==> config.mk <==
export PLATFORM = sky130hd
export DESIGN_NAME = seg_bus_unit
export DESIGN_NICKNAME = d
export VERILOG_FILES = /design/src/rtl/seg_bus_pkg.sv /design/src/rtl/seg_addr_gen.sv /design/src/rtl/seg_lane_plan.sv /design/src/rtl/seg_bus_ctrl.sv /design/src/rtl/seg_bus_unit.sv
export SDC_FILE = /design/constraint.sdc
export NUM_CORES = 1
export LEC_CHECK = 0
export BUFFER_PORTS_ARGS = -buffer_cell sky130_fd_sc_hd__buf_2
export CORE_ASPECT_RATIO = 1.4
export CORE_MARGIN = 2
export CORE_UTILIZATION = 51
export DETAILED_ROUTE_END_ITERATION = 10
export MAX_ROUTING_LAYER = met4
export PLACE_DENSITY_LB_ADDON = 0.15
export SLEW_MARGIN = 20
export SYNTH_ARGS = -nofsm -noshare
export SYNTH_HDL_FRONTEND = slang
export SYNTH_SLANG_ARGS = --single-unit
==> constraint.sdc <==
create_clock -name clk_i -period 2.5 [get_ports clk_i]
set_input_delay 0.25 -clock clk_i [delete_from_list [all_inputs] [get_ports clk_i]]
set_output_delay 0.25 -clock clk_i [all_outputs]
set_load 0.03 [all_outputs]
==> src/rtl/seg_bus_pkg.sv <==
`timescale 1ns/1ps
package seg_bus_pkg;
  typedef enum logic [1:0] {
    ST_IDLE   = 2'd0,
    ST_FIRST  = 2'd1,
    ST_SECOND = 2'd2
  } bus_state_e;
endpackage

==> src/rtl/seg_addr_gen.sv <==
`timescale 1ns/1ps
module seg_addr_gen #(
  parameter int SEG_W = 16,
  parameter int OFF_W = 16,
  parameter int SHIFT = 4,
  localparam int ADDR_W = SEG_W + SHIFT
) (
  input  logic [SEG_W-1:0]  seg_i,
  input  logic [OFF_W-1:0]  off_i,
  output logic [ADDR_W-1:0] phys_o
);
  logic [ADDR_W-1:0] seg_ext;
  logic [ADDR_W-1:0] off_ext;

  assign seg_ext = {seg_i, {SHIFT{1'b0}}};
  assign off_ext = {{(ADDR_W-OFF_W){1'b0}}, off_i};
  // truncation to ADDR_W bits gives the modulo wrap
  assign phys_o  = seg_ext + off_ext;
endmodule

==> src/rtl/seg_lane_plan.sv <==
`timescale 1ns/1ps
module seg_lane_plan #(
  parameter int LANE_W = 8,
  localparam int DATA_W = 2 * LANE_W
) (
  input  logic              odd_i,
  input  logic              word_i,
  input  logic              second_i,
  input  logic [DATA_W-1:0] wdata_i,
  output logic [1:0]        be_o,
  output logic [DATA_W-1:0] wdata_o
);
  logic [LANE_W-1:0] lo_b;
  logic [LANE_W-1:0] hi_b;
  logic [LANE_W-1:0] zero_b;

  assign lo_b   = wdata_i[LANE_W-1:0];
  assign hi_b   = wdata_i[DATA_W-1:LANE_W];
  assign zero_b = {LANE_W{1'b0}};

  always_comb begin
    if (!word_i) begin
      be_o    = odd_i ? 2'b10 : 2'b01;
      wdata_o = odd_i ? {lo_b, zero_b} : {zero_b, lo_b};
    end else if (!odd_i) begin
      be_o    = 2'b11;
      wdata_o = wdata_i;
    end else if (!second_i) begin
      // split word, low byte first on upper lane
      be_o    = 2'b10;
      wdata_o = {lo_b, zero_b};
    end else begin
      be_o    = 2'b01;
      wdata_o = {zero_b, hi_b};
    end
  end
endmodule

==> src/rtl/seg_bus_ctrl.sv <==
`timescale 1ns/1ps
module seg_bus_ctrl
  import seg_bus_pkg::*;
#(
  parameter int ADDR_W = 20,
  parameter int DATA_W = 16,
  localparam int LANE_W = DATA_W / 2
) (
  input  logic              clk_i,
  input  logic              rst_ni,
  input  logic              start_i,
  input  logic [ADDR_W-1:0] phys_i,
  input  logic              word_i,
  input  logic              write_i,
  input  logic [DATA_W-1:0] wdata_i,
  input  logic [DATA_W-1:0] mem_rdata_i,
  input  logic              mem_ready_i,
  output logic              strobe_o,
  output logic [ADDR_W-1:0] addr_o,
  output logic              odd_o,
  output logic              second_o,
  output logic              word_o,
  output logic              write_o,
  output logic [DATA_W-1:0] wdata_o,
  output logic [DATA_W-1:0] rdata_o,
  output logic              done_o,
  output logic              busy_o
);
  bus_state_e        state_q;
  logic [ADDR_W-1:0] phys_q;
  logic              word_q;
  logic              write_q;
  logic [DATA_W-1:0] wdata_q;
  logic [LANE_W-1:0] lo_q;
  logic [DATA_W-1:0] rdata_q;
  logic              done_q;
  logic              split;
  logic [DATA_W-1:0] first_rdata;

  assign split = word_q & phys_q[0];

  always_comb begin
    if (word_q)         first_rdata = mem_rdata_i;
    else if (phys_q[0]) first_rdata = {{LANE_W{1'b0}}, mem_rdata_i[DATA_W-1:LANE_W]};
    else                first_rdata = {{LANE_W{1'b0}}, mem_rdata_i[LANE_W-1:0]};
  end

  always_ff @(posedge clk_i or negedge rst_ni) begin
    if (!rst_ni) begin
      state_q <= ST_IDLE;
      phys_q  <= '0;
      word_q  <= 1'b0;
      write_q <= 1'b0;
      wdata_q <= '0;
      lo_q    <= '0;
      rdata_q <= '0;
      done_q  <= 1'b0;
    end else begin
      done_q <= 1'b0;
      case (state_q)
        ST_IDLE: begin
          if (start_i) begin
            phys_q  <= phys_i;
            word_q  <= word_i;
            write_q <= write_i;
            wdata_q <= wdata_i;
            state_q <= ST_FIRST;
          end
        end
        ST_FIRST: begin
          if (mem_ready_i) begin
            if (split) begin
              lo_q    <= mem_rdata_i[DATA_W-1:LANE_W];
              state_q <= ST_SECOND;
            end else begin
              rdata_q <= first_rdata;
              done_q  <= 1'b1;
              state_q <= ST_IDLE;
            end
          end
        end
        ST_SECOND: begin
          if (mem_ready_i) begin
            rdata_q <= {mem_rdata_i[LANE_W-1:0], lo_q};
            done_q  <= 1'b1;
            state_q <= ST_IDLE;
          end
        end
        default: state_q <= ST_IDLE;
      endcase
    end
  end

  assign strobe_o = (state_q != ST_IDLE);
  assign busy_o   = (state_q != ST_IDLE);
  assign second_o = (state_q == ST_SECOND);
  assign addr_o   = second_o ? phys_q + ADDR_W'(1) : phys_q;
  assign odd_o    = phys_q[0];
  assign word_o   = word_q;
  assign write_o  = write_q;
  assign wdata_o  = wdata_q;
  assign rdata_o  = rdata_q;
  assign done_o   = done_q;
endmodule

==> src/rtl/seg_bus_unit.sv <==
`timescale 1ns/1ps
module seg_bus_unit #(
  parameter int SEG_W  = 16,
  parameter int OFF_W  = 16,
  parameter int SHIFT  = 4,
  parameter int DATA_W = 16,
  localparam int ADDR_W = SEG_W + SHIFT,
  localparam int LANE_W = DATA_W / 2
) (
  input  logic              clk_i,
  input  logic              rst_ni,
  input  logic              req_start_i,
  input  logic [SEG_W-1:0]  req_seg_i,
  input  logic [OFF_W-1:0]  req_off_i,
  input  logic              req_word_i,
  input  logic              req_write_i,
  input  logic [DATA_W-1:0] req_wdata_i,
  output logic [DATA_W-1:0] req_rdata_o,
  output logic              req_done_o,
  output logic              busy_o,
  output logic [ADDR_W-1:0] mem_addr_o,
  output logic [1:0]        mem_be_o,
  output logic [DATA_W-1:0] mem_wdata_o,
  output logic              mem_write_o,
  output logic              mem_strobe_o,
  input  logic [DATA_W-1:0] mem_rdata_i,
  input  logic              mem_ready_i
);
  logic [ADDR_W-1:0] phys;
  logic              odd_q;
  logic              second;
  logic              word_q;
  logic [DATA_W-1:0] wdata_q;

  seg_addr_gen #(
    .SEG_W(SEG_W),
    .OFF_W(OFF_W),
    .SHIFT(SHIFT)
  ) u_addr (
    .seg_i (req_seg_i),
    .off_i (req_off_i),
    .phys_o(phys)
  );

  seg_bus_ctrl #(
    .ADDR_W(ADDR_W),
    .DATA_W(DATA_W)
  ) u_ctrl (
    .clk_i      (clk_i),
    .rst_ni     (rst_ni),
    .start_i    (req_start_i),
    .phys_i     (phys),
    .word_i     (req_word_i),
    .write_i    (req_write_i),
    .wdata_i    (req_wdata_i),
    .mem_rdata_i(mem_rdata_i),
    .mem_ready_i(mem_ready_i),
    .strobe_o   (mem_strobe_o),
    .addr_o     (mem_addr_o),
    .odd_o      (odd_q),
    .second_o   (second),
    .word_o     (word_q),
    .write_o    (mem_write_o),
    .wdata_o    (wdata_q),
    .rdata_o    (req_rdata_o),
    .done_o     (req_done_o),
    .busy_o     (busy_o)
  );

  seg_lane_plan #(
    .LANE_W(LANE_W)
  ) u_lane (
    .odd_i   (odd_q),
    .word_i  (word_q),
    .second_i(second),
    .wdata_i (wdata_q),
    .be_o    (mem_be_o),
    .wdata_o (mem_wdata_o)
  );
endmodule

==> run metrics <==
drt initial violations 209; final clock period utilization by the worst path 0.948; Sinks on Clock Net 65; Peak VDD IR 0.000675 V; maxcap violations 0; Slew HR 0.404; mapped cell area 0.00384 mm²; Min Hold Slack 28.1 ps; Synth area leaders dfrtp_1, mux2_2, ha_1; Synth Flop Type dfrtp_1; drt total wl 8660 µm; layout cells sized above 1 0.371; DR WL/cell 13.7 µm; first-pass detailed-route iteration total 4; syn nets 488; first-pass GRT wire length 13800 µm; I/O Buffers 127; Total GRT Usage 0.220; final max-slew violation count 0; Post-DRT Antenna Nets 0; Startpoint Class flip-flop; antenna violations before repair 0; Die W 77.4 µm; Worst EP arrival 2120 ps; routability cong. 0.868; root cell of the clock tree clkbuf_8; Antenna Diode Count 0; FF+latch area 0.00163 mm²; most common cell after layout, fill and taps aside buf_2; endpoint kind of the worst setup timing path output pin; area delta synth->final 26.4%; endpoints failing setup 0; global route overflow 0; Period minus WS final 2370 ps; clk_lat worst skew 340 ps; gate count after technology mapping 399; syn_area_per_cell 9.64 µm²; EDFF count, synth 0; Hold Path Class in -> async; Multi-input gate area 0.00209 mm²; die area 0.00826 mm²; commonest cells after routing, fill and taps aside buf_2, dfrtp_1, nand2_1, mux2_2, o21ai_0; Die H 107 µm; Max Clk Rate 422 MHz; #FFs+latches synth 65; Ys Warns 0; P_leak 2.41 nW; Fillers 637; Power Total 6.62 mW; status finished, final reports clean; unrepaired setup endpoints after global routing true; Vias/cell 5.29; critical path data required time 2250 ps; Core Footprint 0.00731 mm²; pwr dens 1360 mW/mm²; fin util 0.664; Final HPWL DP 6450 µm; # DRC 0; synth unique cells 41; post-synthesis sequential area ratio 0.423; Clock Skews 6.30 ps; Clock Tree Buf Depth 2; FP Rows 37; number of global-route vias before repair 3172; Synth area leader dfrtp_1; Async S/R FF share, synth 1.00; worst slew pin tran 894 ps; type of the worst setup path reg -> out; Clock Pin Slew Worst Setup and Hold Paths 70 ps; Starting Density 0.526; Hold Vio Cnt, Final 0; H-tree depth 3; largest net degree at the start of global routing 40; cts hold-fix bufs 0; Final nets 620; CP max-delay cell dfrtp_1; Yosys top cell area share 0.423; TritonCTS buffer count 9; Critical Path Max Stage Delay 400 ps; TritonCTS clock tree yes; worst-path cell chain inv_1 > ha_1 > nand4_1 > nor2_2 > buf_4 > buf_4 > nand4_1 > xnor2_1 > buf_2; crit path max fanout 3; routed vias 3349; # IOs 128
state kept, by name, summed over array words and instances, names as in the netlist:
| register | flops |
|---|---|
| u_ctrl.done_o | 1 |
| u_ctrl.lo_q | 8 |
| u_ctrl.phys_q | 20 |
| u_ctrl.rdata_o | 16 |
| u_ctrl.state_q | 2 |
| u_ctrl.wdata_o | 16 |
| u_ctrl.word_o | 1 |
| u_ctrl.write_o | 1 |
final timing paths:
path,startpoint,to,slack (ps),cells after the start
setup / recovery,u_ctrl.state_q[0],mem_addr_o[10],130,9
hold / removal,rst_ni,u_ctrl.wdata_o[4],30,1
setup reg to reg,u_ctrl.state_q[0],u_ctrl.rdata_o[6],600,8
hold reg to reg,u_ctrl.rdata_o[14],u_ctrl.rdata_o[14],480,2
max in group asynchronous,rst_ni,u_ctrl.wdata_o[10],1820,2
min in group clk_i,req_off_i[1],u_ctrl.phys_q[1],130,2
metal layers:
metal	GRT usage	up-vias	wire (µm)
li1	-	1669	-
met2	0.403	95	4800
met1	0.216	1571	3280
met3	0.0505	14	391
met5	-	-	0
met4	0.107	0	187
power breakdown:
group / switching [mW] / internal [mW] / leakage (nW)
clock network: 0.395 / 0.552 / 0.113
registers: 0.397 / 1.57 / 0.793
logic: 2.36 / 1.35 / 1.50
total: 3.15 / 3.47 / 2.41
logic make-up (layout without fill, tap and decap cells):
logic type                 count (synthesis)  after routing  synth area share
AOI/OAI and AO/OA                         97             97             0.164
DFF                                       65             65             0.423
buffers and inverters                     37            174            0.0378
xor gates and xnor gates                  30             30            0.0683
muxes                                     41             41             0.117
adders and majority gates                 19             19            0.0638
and+or+nand+nor                          110            110             0.126
cells in the mapped netlist, drive strengths merged, types with 2 or more instances:
cell / instances
nor2: 24
o22ai: 8
nand2b: 2
a21oi: 23
buf: 8
nor2b: 2
inv: 21
dfrtp: 65
mux2i: 9
nand4: 9
clkbuf: 8
nor3: 2
o21a: 2
nand3: 7
a22oi: 8
o21ai: 38
a21boi: 3
ha: 18
mux2: 32
a32o: 8
xnor2: 20
nand2: 60
and3: 3
xor2: 10
area by class of cell:
cell class | instances | area share
clock buffer | 9 | 0.0255
clock inverter | 7 | 0.0175
inverter | 21 | 0.0162
multi-input combinational | 297 | 0.430
sequential | 65 | 0.335
tap | 97 | 0.0250
timing repair buffer | 137 | 0.151
through the flow:
step | setup WS (ps) | area, µm² | cells | TNS, ps
floorplan | 133 | 3840 | 399 | 0
global placement | 358 | 4600 | 614 | 0
detailed placement | 299 | 4600 | 614 | 0
CTS | 15.1 | 4820 | 630 | 0
global route | -4.30 | 4860 | 633 | -5.57
finish | 131 | 4860 | 633 | 0
worst max-delay path, delay by kind of cell (launching register included):
kind                       cells  cell delay (ps)
xor gates and xnor gates       1              180
buffers and inverters          4              540
DFF                            1              400
adders and majority gates      1              180
and+or+nand+nor                3              470
what timing repair did:
item	CTS	global route
setup endpoints to repair	9	8
hold endpoints to repair	0	0
pin swaps	0	2
setup buffers	0	3
gates resized for setup	2	8
No activity file was read; power rests on OpenSTA's default activity.
